$ cat config.mk
export PLATFORM = sky130hd
export DESIGN_NAME = intc_bank
export DESIGN_NICKNAME = d
export VERILOG_FILES = /design/src/rtl/intc_pkg.sv /design/src/rtl/intc_arbiter.sv /design/src/rtl/intc_ctrl.sv /design/src/rtl/intc_datapath.sv /design/src/rtl/intc_bank.sv
export SDC_FILE = /design/constraint.sdc
export NUM_CORES = 1
export LEC_CHECK = 0
export BUFFER_PORTS_ARGS = -buffer_cell sky130_fd_sc_hd__buf_2
export CAP_MARGIN = 10
export CORE_UTILIZATION = 55
export DETAILED_ROUTE_END_ITERATION = 10
export GPL_ROUTABILITY_DRIVEN = 0
export PLACE_DENSITY = 0.72
export SLEW_MARGIN = 20
export SYNTH_ARGS = -nofsm -noshare
export SYNTH_HDL_FRONTEND = slang
export SYNTH_SLANG_ARGS = --single-unit
export TNS_END_PERCENT = 30
$ cat constraint.sdc
create_clock -name clk -period 8.2 [get_ports clk]
set_clock_uncertainty 0.15 [all_clocks]
set_input_delay 1.23 -clock clk [delete_from_list [all_inputs] [get_ports clk]]
set_output_delay 1.23 -clock clk [all_outputs]
set_load 0.01 [all_outputs]
$ cat src/rtl/intc_pkg.sv
`timescale 1ns/1ps
package intc_pkg;
  localparam int SRC_N  = 32;
  localparam int PRIO_W = 5;
  localparam int IDX_W  = $clog2(SRC_N);
  localparam int ADDR_W = $clog2(2 * SRC_N);
  localparam int DATA_W = 32;

  localparam int ADDR_STATUS   = 0;
  localparam int ADDR_MASK     = 1;
  localparam int ADDR_SORT_IRQ = 2;
  localparam int ADDR_SORT_FIQ = 3;
  localparam int ADDR_CTRL     = 4;

  localparam int CFG_FAST_BIT = 0;
  localparam int CFG_EDGE_BIT = 1;
  localparam int CFG_PRIO_LSB = 2;

  typedef struct packed {
    logic              valid;
    logic [IDX_W-1:0]  idx;
    logic [PRIO_W-1:0] prio;
  } winner_t;

  typedef struct packed {
    logic ackIrq;
    logic ackFiq;
    logic statusWr;
  } ctrlStrobe_t;
endpackage

$ cat src/rtl/intc_arbiter.sv
`timescale 1ns/1ps
module intc_arbiter #(
  parameter int N  = 32,
  parameter int PW = 5,
  localparam int IW = $clog2(N),
  localparam int NODES = 2 * N - 1
) (
  input  logic [N-1:0]         cand,
  input  logic [N-1:0][PW-1:0] prio,
  output logic                 winValid,
  output logic [IW-1:0]        winIdx,
  output logic [PW-1:0]        winPrio
);
  // Heap-ordered comparison tree; left child always holds lower indices,
  // so taking the right child only on strictly smaller priority breaks ties low.
  logic          nValid [NODES];
  logic [IW-1:0] nIdx   [NODES];
  logic [PW-1:0] nPrio  [NODES];

  always_comb begin
    for (int k = 0; k < N; k++) begin
      nValid[N-1+k] = cand[k];
      nIdx[N-1+k]   = IW'(k);
      nPrio[N-1+k]  = prio[k];
    end
    for (int i = N - 2; i >= 0; i--) begin
      if (nValid[2*i+2] && (!nValid[2*i+1] || (nPrio[2*i+2] < nPrio[2*i+1]))) begin
        nIdx[i]  = nIdx[2*i+2];
        nPrio[i] = nPrio[2*i+2];
      end else begin
        nIdx[i]  = nIdx[2*i+1];
        nPrio[i] = nPrio[2*i+1];
      end
      nValid[i] = nValid[2*i+1] | nValid[2*i+2];
    end
  end

  assign winValid = nValid[0];
  assign winIdx   = nIdx[0];
  assign winPrio  = nPrio[0];
endmodule

$ cat src/rtl/intc_ctrl.sv
`timescale 1ns/1ps
module intc_ctrl
  import intc_pkg::*;
#(
  parameter int BANK_ID = 0
) (
  input  logic                        clk,
  input  logic                        rstN,
  input  logic [ADDR_W-1:0]           regAddr,
  input  logic [DATA_W-1:0]           regWdata,
  input  logic                        regWe,
  output logic [DATA_W-1:0]           regRdata,
  input  logic [SRC_N-1:0]            statusQ,
  input  winner_t                     irqWinQ,
  input  winner_t                     fiqWinQ,
  output logic [SRC_N-1:0]            maskQ,
  output logic [SRC_N-1:0]            fastSel,
  output logic [SRC_N-1:0]            edgeSel,
  output logic [SRC_N-1:0][PRIO_W-1:0] prioQ,
  output ctrlStrobe_t                 strobe
);
  localparam bit FAST_ALLOWED = (BANK_ID == 0);

  logic             isCfg;
  logic [IDX_W-1:0] cfgIdx;
  assign isCfg  = regAddr[ADDR_W-1];
  assign cfgIdx = regAddr[IDX_W-1:0];

  always_comb begin
    strobe.ackIrq   = regWe && !isCfg && (regAddr == ADDR_W'(ADDR_CTRL)) && regWdata[0];
    strobe.ackFiq   = regWe && !isCfg && (regAddr == ADDR_W'(ADDR_CTRL)) && regWdata[1];
    strobe.statusWr = regWe && !isCfg && (regAddr == ADDR_W'(ADDR_STATUS));
  end

  always_ff @(posedge clk or negedge rstN) begin
    if (!rstN) begin
      maskQ <= '1;
    end else if (regWe && !isCfg && (regAddr == ADDR_W'(ADDR_MASK))) begin
      maskQ <= regWdata[SRC_N-1:0];
    end
  end

  always_ff @(posedge clk or negedge rstN) begin
    if (!rstN) begin
      fastSel <= '0;
      edgeSel <= '0;
      prioQ   <= '0;
    end else begin
      for (int k = 0; k < SRC_N; k++) begin
        if (regWe && isCfg && (cfgIdx == IDX_W'(k))) begin
          fastSel[k] <= FAST_ALLOWED ? regWdata[CFG_FAST_BIT] : 1'b0;
          edgeSel[k] <= regWdata[CFG_EDGE_BIT];
          prioQ[k]   <= regWdata[CFG_PRIO_LSB +: PRIO_W];
        end
      end
    end
  end

  always_comb begin
    regRdata = '0;
    if (isCfg) begin
      regRdata[CFG_FAST_BIT]             = fastSel[cfgIdx];
      regRdata[CFG_EDGE_BIT]             = edgeSel[cfgIdx];
      regRdata[CFG_PRIO_LSB +: PRIO_W]   = prioQ[cfgIdx];
    end else begin
      case (regAddr)
        ADDR_W'(ADDR_STATUS):   regRdata = DATA_W'(statusQ);
        ADDR_W'(ADDR_MASK):     regRdata = DATA_W'(maskQ);
        ADDR_W'(ADDR_SORT_IRQ): regRdata = irqWinQ.valid ? DATA_W'({1'b1, irqWinQ.idx}) : '0;
        ADDR_W'(ADDR_SORT_FIQ): regRdata = fiqWinQ.valid ? DATA_W'({1'b1, fiqWinQ.idx}) : '0;
        default:                regRdata = '0;
      endcase
    end
  end

  // Mask register takes the written word
  assert_mask_load_R4: assert property (@(posedge clk) disable iff (!rstN)
    (regWe && !isCfg && regAddr == ADDR_W'(ADDR_MASK)) |=> (maskQ == $past(regWdata[SRC_N-1:0])));

  // Configuration word fields land in the addressed source
  assert_cfg_load_R2: assert property (@(posedge clk) disable iff (!rstN)
    (regWe && isCfg) |=> ((prioQ[$past(cfgIdx)] == $past(regWdata[CFG_PRIO_LSB +: PRIO_W]))
                          && (edgeSel[$past(cfgIdx)] == $past(regWdata[CFG_EDGE_BIT]))));
endmodule

$ cat src/rtl/intc_datapath.sv
`timescale 1ns/1ps
module intc_datapath
  import intc_pkg::*;
(
  input  logic                         clk,
  input  logic                         rstN,
  input  logic [SRC_N-1:0]             srcIn,
  input  logic [SRC_N-1:0]             maskQ,
  input  logic [SRC_N-1:0]             fastSel,
  input  logic [SRC_N-1:0]             edgeSel,
  input  logic [SRC_N-1:0][PRIO_W-1:0] prioQ,
  input  ctrlStrobe_t                  strobe,
  input  logic [DATA_W-1:0]            wdata,
  output logic [SRC_N-1:0]             statusQ,
  output winner_t                      irqWinQ,
  output winner_t                      fiqWinQ,
  output logic                         irqOut,
  output logic                         fiqOut
);
  logic [SRC_N-1:0] prevIn, riseEdge, pend, irqCand, fiqCand;
  logic [SRC_N-1:0] ackHit, wrClr, statusNext;
  winner_t irqArb, fiqArb;

  assign riseEdge = srcIn & ~prevIn & edgeSel;
  assign pend     = statusQ & ~maskQ;
  assign irqCand  = pend & ~fastSel;
  assign fiqCand  = pend & fastSel;
  assign wrClr    = strobe.statusWr ? ~wdata[SRC_N-1:0] : '0;

  always_comb begin
    ackHit = '0;
    if (strobe.ackIrq && irqWinQ.valid) ackHit[irqWinQ.idx] = 1'b1;
    if (strobe.ackFiq && fiqWinQ.valid) ackHit[fiqWinQ.idx] = 1'b1;
  end

  // New edges take precedence over any clear in the same cycle
  assign statusNext = (edgeSel & (riseEdge | (statusQ & ~(ackHit | wrClr))))
                    | (~edgeSel & srcIn);

  always_ff @(posedge clk or negedge rstN) begin
    if (!rstN) begin
      prevIn  <= '0;
      statusQ <= '0;
    end else begin
      prevIn  <= srcIn;
      statusQ <= statusNext;
    end
  end

  intc_arbiter #(.N(SRC_N), .PW(PRIO_W)) u_irqArb (
    .cand(irqCand), .prio(prioQ),
    .winValid(irqArb.valid), .winIdx(irqArb.idx), .winPrio(irqArb.prio)
  );

  intc_arbiter #(.N(SRC_N), .PW(PRIO_W)) u_fiqArb (
    .cand(fiqCand), .prio(prioQ),
    .winValid(fiqArb.valid), .winIdx(fiqArb.idx), .winPrio(fiqArb.prio)
  );

  always_ff @(posedge clk or negedge rstN) begin
    if (!rstN) begin
      irqWinQ <= '0;
      fiqWinQ <= '0;
    end else begin
      irqWinQ <= irqArb;
      fiqWinQ <= fiqArb;
    end
  end

  assign irqOut = irqWinQ.valid;
  assign fiqOut = fiqWinQ.valid;

  // A rising edge always leaves the bit set, even against a clear
  assert_edge_capture_R12: assert property (@(posedge clk) disable iff (!rstN)
    (riseEdge != '0) |=> ((statusQ & $past(riseEdge)) == $past(riseEdge)));

  // Level sources mirror the input one clock later
  assert_level_track_R5: assert property (@(posedge clk) disable iff (!rstN)
    1'b1 |=> ((statusQ & ~$past(edgeSel)) == ($past(srcIn) & ~$past(edgeSel))));

  // Retiring an edge winner clears it when no new edge arrives
  assert_ack_clear_R9: assert property (@(posedge clk) disable iff (!rstN)
    (strobe.ackIrq && irqWinQ.valid && edgeSel[irqWinQ.idx] && !riseEdge[irqWinQ.idx])
      |=> !statusQ[$past(irqWinQ.idx)]);

  // Outputs reflect the candidates of the previous cycle
  assert_irq_out_R8: assert property (@(posedge clk) disable iff (!rstN)
    1'b1 |=> (irqOut == $past(|irqCand)));
  assert_fiq_out_R8: assert property (@(posedge clk) disable iff (!rstN)
    1'b1 |=> (fiqOut == $past(|fiqCand)));

  // Winner is an unmasked pending source and no candidate beats it
  always @(posedge clk) begin
    if (rstN && irqArb.valid) begin
      assert_win_pending_R4: assert (irqCand[irqArb.idx]);
      for (int k = 0; k < SRC_N; k++) begin
        if (irqCand[k]) begin
          assert_prio_order_R6: assert ((irqArb.prio < prioQ[k]) ||
            ((irqArb.prio == prioQ[k]) && (irqArb.idx <= IDX_W'(k))));
        end
      end
    end
  end
endmodule

$ cat src/rtl/intc_bank.sv
`timescale 1ns/1ps
module intc_bank
  import intc_pkg::*;
#(
  parameter int BANK_ID = 0
) (
  input  logic                clk,
  input  logic                rstN,
  input  logic [SRC_N-1:0]    srcIn,
  input  logic [ADDR_W-1:0]   regAddr,
  input  logic [DATA_W-1:0]   regWdata,
  input  logic                regWe,
  output logic [DATA_W-1:0]   regRdata,
  output logic                irqOut,
  output logic                fiqOut
);
  logic [SRC_N-1:0]             statusQ, maskQ, fastSel, edgeSel;
  logic [SRC_N-1:0][PRIO_W-1:0] prioQ;
  winner_t                      irqWinQ, fiqWinQ;
  ctrlStrobe_t                  strobe;

  intc_ctrl #(.BANK_ID(BANK_ID)) u_ctrl (
    .clk(clk), .rstN(rstN),
    .regAddr(regAddr), .regWdata(regWdata), .regWe(regWe), .regRdata(regRdata),
    .statusQ(statusQ), .irqWinQ(irqWinQ), .fiqWinQ(fiqWinQ),
    .maskQ(maskQ), .fastSel(fastSel), .edgeSel(edgeSel), .prioQ(prioQ),
    .strobe(strobe)
  );

  intc_datapath u_datapath (
    .clk(clk), .rstN(rstN), .srcIn(srcIn),
    .maskQ(maskQ), .fastSel(fastSel), .edgeSel(edgeSel), .prioQ(prioQ),
    .strobe(strobe), .wdata(regWdata),
    .statusQ(statusQ), .irqWinQ(irqWinQ), .fiqWinQ(fiqWinQ),
    .irqOut(irqOut), .fiqOut(fiqOut)
  );
endmodule

# ---- Word-level counts from Yosys, hierarchy flattened
# Cells that the tools add are included.
dict set report classes {
  addsub 0
  mul 0
  n_div 0
  magnitude_cmp 51
  eq_ne 35
  shifts 0
  mux 140
  n_bitwise 80
  n_reduce_logical 232
}
# op n
set op_table {}
lappend op_table {{$mux 5} 91}
lappend op_table {{$and 32x32->32} 8}
lappend op_table {{$lt 5x5->1} 46}
lappend op_table {{$not 32->32} 6}
lappend op_table {{$or 32x32->32} 4}
lappend op_table {{$pmux 32 s4} 1}
lappend op_table {{$logic_and 1x1->1} 105}
lappend op_table {{$mux 32} 3}
lappend op_table {{$eq 5x5->1 const B} 16}
lappend op_table {{$logic_not 1->1} 63}
lappend op_table {{$logic_or 1x1->1} 62}
lappend op_table {{$or 1x1->1} 62}
lappend op_table {{$eq 5x4->1 const B} 8}
lappend op_table {{$mux 1} 36}
lappend op_table {{$bmux 5 s5} 1}
lappend op_table {{$mux 25} 1}
lappend op_table {{$eq 5x3->1 const B} 4}
lappend op_table {{$lt 5x6->1 const B} 3}
lappend op_table {{$eq 6x2->1 const B} 2}
lappend op_table {{$mux 6} 2}
lappend op_table {{$bmux 1 s5} 2}
lappend op_table {{$demux 1 s5} 2}
lappend op_table {{$eq 5x2->1 const B} 2}
lappend op_table {{$ge 5x1->1 const B} 2}
lappend op_table {{6 further kinds} 6}
dict set report word_totals {
  ff_bits 332
  latchBits 0
  mem_bits_rw 0
  rom_bits 0
  inputBits 73
  output_inout_bits 34
  wordCells 641
  n_memories 0
}

# ---- Depth between registers and ports, before layout
# Gate-level depths: netlist of the first run.
dict set report logic_depth {
  ltp_word 23
  ltp_mapped 46
  ltp_nobuf 44
}

# ---- Modules after synthesis
# Synthesis of the first run repeated with hierarchy kept, for this count alone.
dict set report hier_totals {
  hier_cells 2989
  area_unflattened_um2 28961.5
}
# module n_inst cells_per_inst area_per_inst_um2 seq_area_each_um2
set modules_own_cells {}
lappend modules_own_cells {intc_ctrl 1 829 12144.1 6446.2}
lappend modules_own_cells {{intc_arbiter (u_datapath.u_fiqArb)} 1 927 6538.8 0.0}
lappend modules_own_cells {{intc_arbiter (u_datapath.u_irqArb)} 1 840 6059.6 0.0}
lappend modules_own_cells {intc_datapath 1 393 4219.0 2152.1}

# ---- Worst setup path before layout of the first run
# No wires, ideal clock.
dict set report synth_path {
  path_kind {reg2reg}
  startpoint {register u_ctrl.prioQ[61] in the netlist's numbering}
  endpoint {register, netlist name u_datapath.fiqWinQ[5]}
  setup_ps 79
  t_arrival_ps 8382
  required_ps 7971
  slack_ps -411
  path_stages_with_launch 40
  n_path_buf 2
  period_less_slack_ps 8611
  cell_sequence {dfrtp_1 > inv_1 > ha_1 > a21o_1 > a21o_1 > a21o_1 > a21o_1 > a2111oi_2 > a21oi_1 > ha_1 > nand4_1 > o31ai_1 > mux2i_1 > ha_1 > a21o_1 > a21o_1 > a21oi_1 > o21ai_0 > [4 not listed] > a21o_1 > a21o_1 > a21oi_1 > nor2_1 > inv_1 > o21ai_0 > nor2_1 > a31oi_4 > buf_6 > nand2_1 > o21ai_1 > ha_1 > a21o_1 > a21o_1 > a211oi_1 > o311ai_4 > o22ai_4 > mux2i_1}
}
# item line_no
set synth_lines {}
lappend synth_lines {{start, declared} intc_ctrl.sv:19} ;# output logic [SRC_N-1:0][PRIO_W-1:0] prioQ,
lappend synth_lines {{start signal, assigned by index} intc_ctrl.sv:53} ;# prioQ[k] <= regWdata[CFG_PRIO_LSB +: PRIO_W];

==> impl_metrics.csv, run 1 <==
group,metric,value,unit
floorplanning,placementRows,78,
final_layout,utilization,67.4,%
clock_network,cts_tree,"built",
synth,synth_async_sr_flop_share,100,%
final_layout,regArea,8350,um^2
synth,synth_fp_nets,2799,
critical_path,startpoint_type,"flip-flop",
timing,finalMaxSlewViolations,0,
outcome,violations,"setup timing",
floorplanning,start_util,56.1,%
placement,dp_slack,-0.660,ns
outcome,outcome,"finished with violations",
floorplanning,io_pins,107,
final_layout,nets,3092,
critical_path,cp.required,8.52,ns
timing,setup_viol,10,
global_route,grt_start_max_net_pins,166,
synth,seq_area_frac_synth,32.6,%
synth,ys_warn_count,0,
clock_network,cts_buffer_depth,3,
placement,place_area,27800,um^2
power,power.leakage,14.1,nW
critical_path,cp_slowest_cell,"a2111o_1",
timing,fmax,0.115,GHz
drt,drtAntennaViolNets,0,
synth,ys.flop_type,"dfrtp_1",
clock_network,hold_buffers,0,
timing,tightest_slew,1.32,ns
critical_path,critPathCaptureType,"flip-flop",
global_route,antenna_found_initial,7,
timing,final_hold_viol_count,0,
timing,hold_ws,0.390,ns
min_path,hold_path_class,"flip-flop to flip-flop",
critical_path,crit_type,"flip-flop to flip-flop",
critical_path,worst_path_largest_cell_delay,0.45,ns
drt,firstDrtPassIters,8,
synth,syn_inst,2560,
clock_network,cts_inserted_buffers,39,
synth,synthDistinctLibCells,102,
floorplanning,dieHeight,218,um
clock_network,clk_pin_slew,0.07,ns
final_layout,multi_input_area,17200,um^2
final_layout,drive_above_1_share,35.0,%
floorplanning,die_w,218,um
timing,final.period_utilization,106,%
synth,synth_seq_cells,332,
drt,via_count,24000,
drt,drc_errors,0,
critical_path,path_max_fanout,6,
clock_network,cts_sinks,332,
clock_network,clockRootBuffer,"clkbuf_16",
critical_path,cp_num_buf_inv,6,
power,power.total,11.5,mW
global_route,grt.total_usage,37.2,%
placement,dp_hpwl,64700,um
drt,drt_first_iter_violations,3176,
final_layout,fillers,3404,
timing,slew_headroom,11.5,%
timing,rsz0062_at_grt,"yes",
drt,routedWlPerCell,26.2,um
critical_path,cp_top_family,"compound AO/OA/AOI/OAI gates",
clock_network,h-tree-depth,2,
floorplanning,die_area,47400,um^2
drt,viasPerCell,6.87,
synth,synth_edf_count,0,
power,power_density,373,nW/um^2
floorplanning,coreArea,45600,um^2
drt,drt_wl_total,91400,um
final_layout,synthToLayoutAreaGrowth,20.1,%
timing,fin_crit,8.71,ns
global_route,first_global_vias,23200,
synth,syn_area,25600,um^2
synth,synth.avg_cell_area,9.99,um^2
job,drv_cap,0,
global_route,grt_pass1_wl,135000,um
power,ir_drop,0.284,mV
global_route,grt-ovfl-total,0,
clock_network,clk_latency,0.59,ns
timing,fin_ws,-0.508,ns
final_layout,finalInstanceArea,30700,um^2
critical_path,cp.arrival,9.02,ns
placement,port_buffers,106,
## synth_stat cells, drive strengths merged, types with 29 or more instances
master / number / area, um^2
nand2b: 35 / 226
dfstp: 32 / 841
nand2: 205 / 769
a221oi: 33 / 302
buf: 29 / 143
ha: 166 / 2080
a21oi: 139 / 718
nand3: 37 / 185
nor2b: 30 / 188
nor3b: 32 / 245
o21ai: 160 / 816
mux2i: 137 / 1380
a21o: 81 / 608
inv: 156 / 586
a22o: 31 / 272
o211ai: 40 / 315
nor3: 31 / 170
mux4: 70 / 1580
dfrtp: 300 / 7510
nor2: 159 / 604
mux2: 280 / 3170
clkbuf: 72 / 270
## repair_timing
| action | 4_1_cts | 5_1_grt |
|---|---|---|
| gates cloned | 0 | 1 |
| pin swaps | 59 | 64 |
| setup endpoints to repair | 10 | 10 |
| resized for setup | 90 | 110 |
| buffers inserted | 40 | 38 |
## power breakdown
group / leakage [nW] / internal [mW] / total, mW / switching (mW)
registers: 4.10 / 1.91 / 2.23 / 0.322
logic: 9.34 / 3.47 / 7.35 / 3.88
clock network: 0.657 / 1.11 / 1.87 / 0.757
## per-stage QoR
stage,std cells,TNS (ns)
after floorplan,2560,-0.0401
after global placement,3334,-2.33
after detailed placement,3334,-5.00
after CTS,3444,0
after global routing,3483,-5.33
final,3486,-3.16
## kinds of logic (layout without fill, tap and decap cells)
| group | Yosys count | count (layout) | synth area share (%) |
|---|---|---|---|
| buffers and inverters | 258 | 581 | 3.92 |
| AOI/OAI and AO/OA | 678 | 678 | 18.9 |
| muxes | 487 | 487 | 24.0 |
| adders and majority gates | 166 | 166 | 8.12 |
| DFF | 332 | 332 | 32.6 |
| other | 0 | 3 | 0 |
| and+or+nand+nor | 639 | 639 | 12.4 |
## registers in the layout, summed over array words and instances, names as in the netlist
signal,flops
u_datapath.prevIn,32
u_datapath.irqWinQ,5
u_datapath.fiqWinQ,5
u_datapath.irqOut,1
u_ctrl.maskQ,32
u_ctrl.edgeSel,32
u_ctrl.prioQ,160
u_ctrl.fastSel,32
u_datapath.statusQ,32
u_datapath.fiqOut,1
## metal layers
layer | global-route usage (%) | vias up | wire [um]
li1 | - | 10200 | -
met1 | 49.5 | 11700 | 35400
met2 | 55.5 | 1636 | 38900
met3 | 10.8 | 419 | 11500
met4 | 18.2 | 8 | 5480
met5 | 0 | - | 52
## worst paths after layout
check	slack, ns	to	depth (start not counted)	from
worst max register to register	-0.51	u_datapath.irqWinQ[6]	42	u_ctrl.prioQ[21]
max in group asynchronous	5.81	u_ctrl.prioQ[27]	2	rstN
min in group asynchronous	0.54	u_ctrl.prioQ[85]	1	rstN
worst min register to register	0.39	u_datapath.statusQ[17]	2	u_datapath.prevIn[17]
worst max-delay path	-0.51	u_datapath.irqWinQ[6]	42	u_ctrl.prioQ[21]
worst min-delay path	0.39	u_datapath.statusQ[17]	2	u_datapath.prevIn[17]
## worst reg2reg max path: cells and delay by family, from the launching register on
kind	cells	cell delay (ns)
buffers and inverters	6	0.78
muxes	4	0.89
DFF	1	0.39
and+or+nand+nor	8	1.39
AOI/OAI and AO/OA	19	3.76
adders and majority gates	5	1.24
## area by class of cell
cell class	instances	share of cell area, %
inverter	157	1.92
clock inverter	18	0.770
multi-input combinational	1970	56.0
sequential	332	27.2
antenna	3	0.0244
tap	600	2.44
clock buffer	53	3.62
timing repair buffer	353	8.06
## layout by cell type, fill, tap and decap left out, drive strengths merged, types with 18 or more instances in the layout
master	count
buf	352
dfrtp	300
mux2	280
nand2	205
ha	166
o21ai	160
nor2	159
inv	158
a21oi	139
mux2i	137
a21o	81
mux4	70
clkbuf	53
o211ai	40
nand3	37
nand2b	35
a221oi	33
dfstp	32
nor3b	32
a22o	31
nor3	31
nor2b	30
nand3b	24
o21a	24
a211oi	20
a22oi	18
No activity file was read; power rests on OpenSTA's default activity.
==> run 2: changes to the inputs <==
--- a/config.mk
+++ b/config.mk
@@ -11,6 +11,7 @@
 export DETAILED_ROUTE_END_ITERATION = 10
 export GPL_ROUTABILITY_DRIVEN = 0
 export PLACE_DENSITY = 0.72
+export SKIP_CTS_REPAIR_TIMING = 1
 export SLEW_MARGIN = 20
 export SYNTH_ARGS = -nofsm -noshare
 export SYNTH_HDL_FRONTEND = slang
==> constraint.sdc (replaced) <==
create_clock -name clk -period 7.5 [get_ports clk]
set_clock_uncertainty 0.15 [all_clocks]
set_input_delay 1.125 -clock clk [delete_from_list [all_inputs] [get_ports clk]]
set_output_delay 1.125 -clock clk [all_outputs]
set_load 0.01 [all_outputs]
==> run 2 against run 1 <==
The run still ends with setup timing left. Sequential power is 6% higher. Final cell count up 12%. Final area increased by 8.5%. Count of clock-buffer cells in the layout up 8. Critical path depth down 2. Largest cell class unchanged. Highest routed layer unchanged.
==> impl_metrics.csv, run 2 (synthesized netlist as in run 1, its figures left out) <==
group,metric,value,unit
critical_path,crit_cells,40,
clock_network,clockRootBuffer,"clkbuf_16",
clock_network,clk_pin_slew,0.06,ns
final_layout,synthToLayoutAreaGrowth,30.4,%
final_layout,drive_above_1_share,40.8,%
clock_network,cts_buffer_depth,3,
global_route,grt_start_max_net_pins,165,
outcome,violations,"setup timing",
floorplanning,io_pins,107,
placement,dp_hpwl,70300,um
power,power_density,400,nW/um^2
critical_path,startpoint_type,"flip-flop",
placement,port_buffers,106,
floorplanning,dieHeight,218,um
min_path,holdPathStages,2,
clock_network,h-tree-depth,2,
global_route,antenna_found_initial,6,
power,power.leakage,16.1,nW
timing,setup_viol,10,
timing,fin_setup_tns,-11.60,ns
timing,fmax,0.112,GHz
drt,routedWlPerCell,24.5,um
final_layout,final_cell_mix,"buf_4 (646), dfrtp_1 (300), mux2_2 (270)",
clock_network,cts_inserted_buffers,42,
global_route,grt.total_usage,39.5,%
floorplanning,start_util,56.1,%
final_layout,final_common_cell,"buf_4",
timing,final_hold_viol_count,0,
drt,via_count,25400,
floorplanning,die_w,218,um
critical_path,critPathCaptureType,"flip-flop",
final_layout,multi_input_area,16700,um^2
critical_path,rr_worst_depth,40,
final_layout,fillers,3155,
clock_network,clk_latency,0.59,ns
final_layout,regMostFlops,"u_ctrl.prioQ",
critical_path,cp_slowest_cell,"a2111o_1",
critical_path,path_max_fanout,5,
min_path,hold_path_class,"flip-flop to flip-flop",
critical_path,cp.required,7.82,ns
timing,fin_ws,-1.41,ns
floorplanning,coreArea,45600,um^2
critical_path,rrSetupSlack,-1.41,ns
timing,slew_headroom,20.4,%
drt,firstDrtPassIters,6,
timing,final.period_utilization,119,%
critical_path,cp_num_buf_inv,3,
job,drv_cap,0,
outcome,outcome,"finished with violations",
floorplanning,die_area,47400,um^2
final_layout,nets,3500,
global_route,first_global_vias,25500,
final_layout,regArea,8350,um^2
drt,drtAntennaViolNets,0,
global_route,grt_pass1_wl,143000,um
critical_path,cp.arrival,9.23,ns
drt,viasPerCell,6.53,
clock_network,cts_tree,"built",
critical_path,crit_type,"flip-flop to flip-flop",
critical_path,worst_path_largest_cell_delay,0.45,ns
timing,finalMaxSlewViolations,0,
drt,drt_first_iter_violations,2966,
timing,fin_crit,8.91,ns
drt,drt_wl_total,95400,um
floorplanning,placementRows,78,
global_route,grt-ovfl-total,0,
final_layout,largest_register_ffs,160,
timing,rsz0062_at_grt,"yes",
clock_network,cts_sinks,332,
power,ir_drop,0.507,mV
timing,tightest_slew,1.19,ns
critical_path,cp_top_family,"compound AO/OA/AOI/OAI gates",
drt,drc_errors,0,
final_layout,utilization,73.1,%
[run 2: changes by cell type in the layout (fill, tap and decap cells not counted), sizes merged]
| cell | delta |
|---|---|
| buf | +406 |
| bufbuf | -1 |
| bufinv | -1 |
| clkbuf | +8 |
| diode | -1 |
| inv | -1 |
[run 2: path summary, 6_finish.rpt]
path                                     endpoint                  start
max                         u_datapath.irqWinQ[6]       u_ctrl.prioQ[36]
min                        u_datapath.statusQ[23]  u_datapath.prevIn[23]
max reg2reg                 u_datapath.irqWinQ[6]       u_ctrl.prioQ[36]
min reg2reg                u_datapath.statusQ[23]  u_datapath.prevIn[23]
max in group asynchronous        u_ctrl.prioQ[53]                   rstN
min in group asynchronous        u_ctrl.prioQ[86]                   rstN
[run 2: per-stage QoR]
| stage | setup WS, ns | hold WS (ns) | std cells | power [mW] | cell area [um^2] |
|---|---|---|---|---|---|
| floorplan | -0.623 | 0.347 | 2560 | 6.74 | 25700 |
| global placement | -0.927 | 0.367 | 3792 | 9.63 | 31300 |
| detailed placement | -1.18 | 0.374 | 3792 | 10.0 | 31300 |
| CTS | -1.21 | 0.392 | 3869 | 12.2 | 32800 |
| global route | -1.59 | 0.410 | 3894 | 13.9 | 33300 |
| finish | -1.41 | 0.391 | 3896 | 13.3 | 33300 |
[run 2: cell type report]
| cell class | count | area share [%] |
|---|---|---|
| multi-input combinational | 1970 | 50.2 |
| timing repair buffer | 758 | 16.4 |
| antenna | 2 | 0.0150 |
| sequential | 332 | 25.0 |
| clock inverter | 16 | 0.586 |
| inverter | 157 | 1.77 |
| tap | 600 | 2.25 |
| clock buffer | 61 | 3.71 |
[run 2: worst min-delay path: cells and delay by family, from the launching register on]
kind / cells / cell delay (ns)
flops: 1 / 0.36
compound gates: 1 / 0.10
simple gates: 1 / 0.05
[run 2: routing by layer]
metal  part of all wire, %  global-route usage, %
met1                    38                   49.7
met2                    43                   60.2
met3                    12                   12.6
met4                   6.4                   21.3
met5                 0.026                      0
[run 2: power breakdown]
| part | leakage, nW | switching [mW] | total (mW) | internal [mW] |
|---|---|---|---|---|
| Combinational | 11.3 | 4.42 | 8.82 | 4.40 |
| Clock | 0.696 | 0.857 | 2.14 | 1.28 |
| Sequential | 4.10 | 0.276 | 2.36 | 2.09 |
| Total | 16.1 | 5.56 | 13.3 | 7.77 |
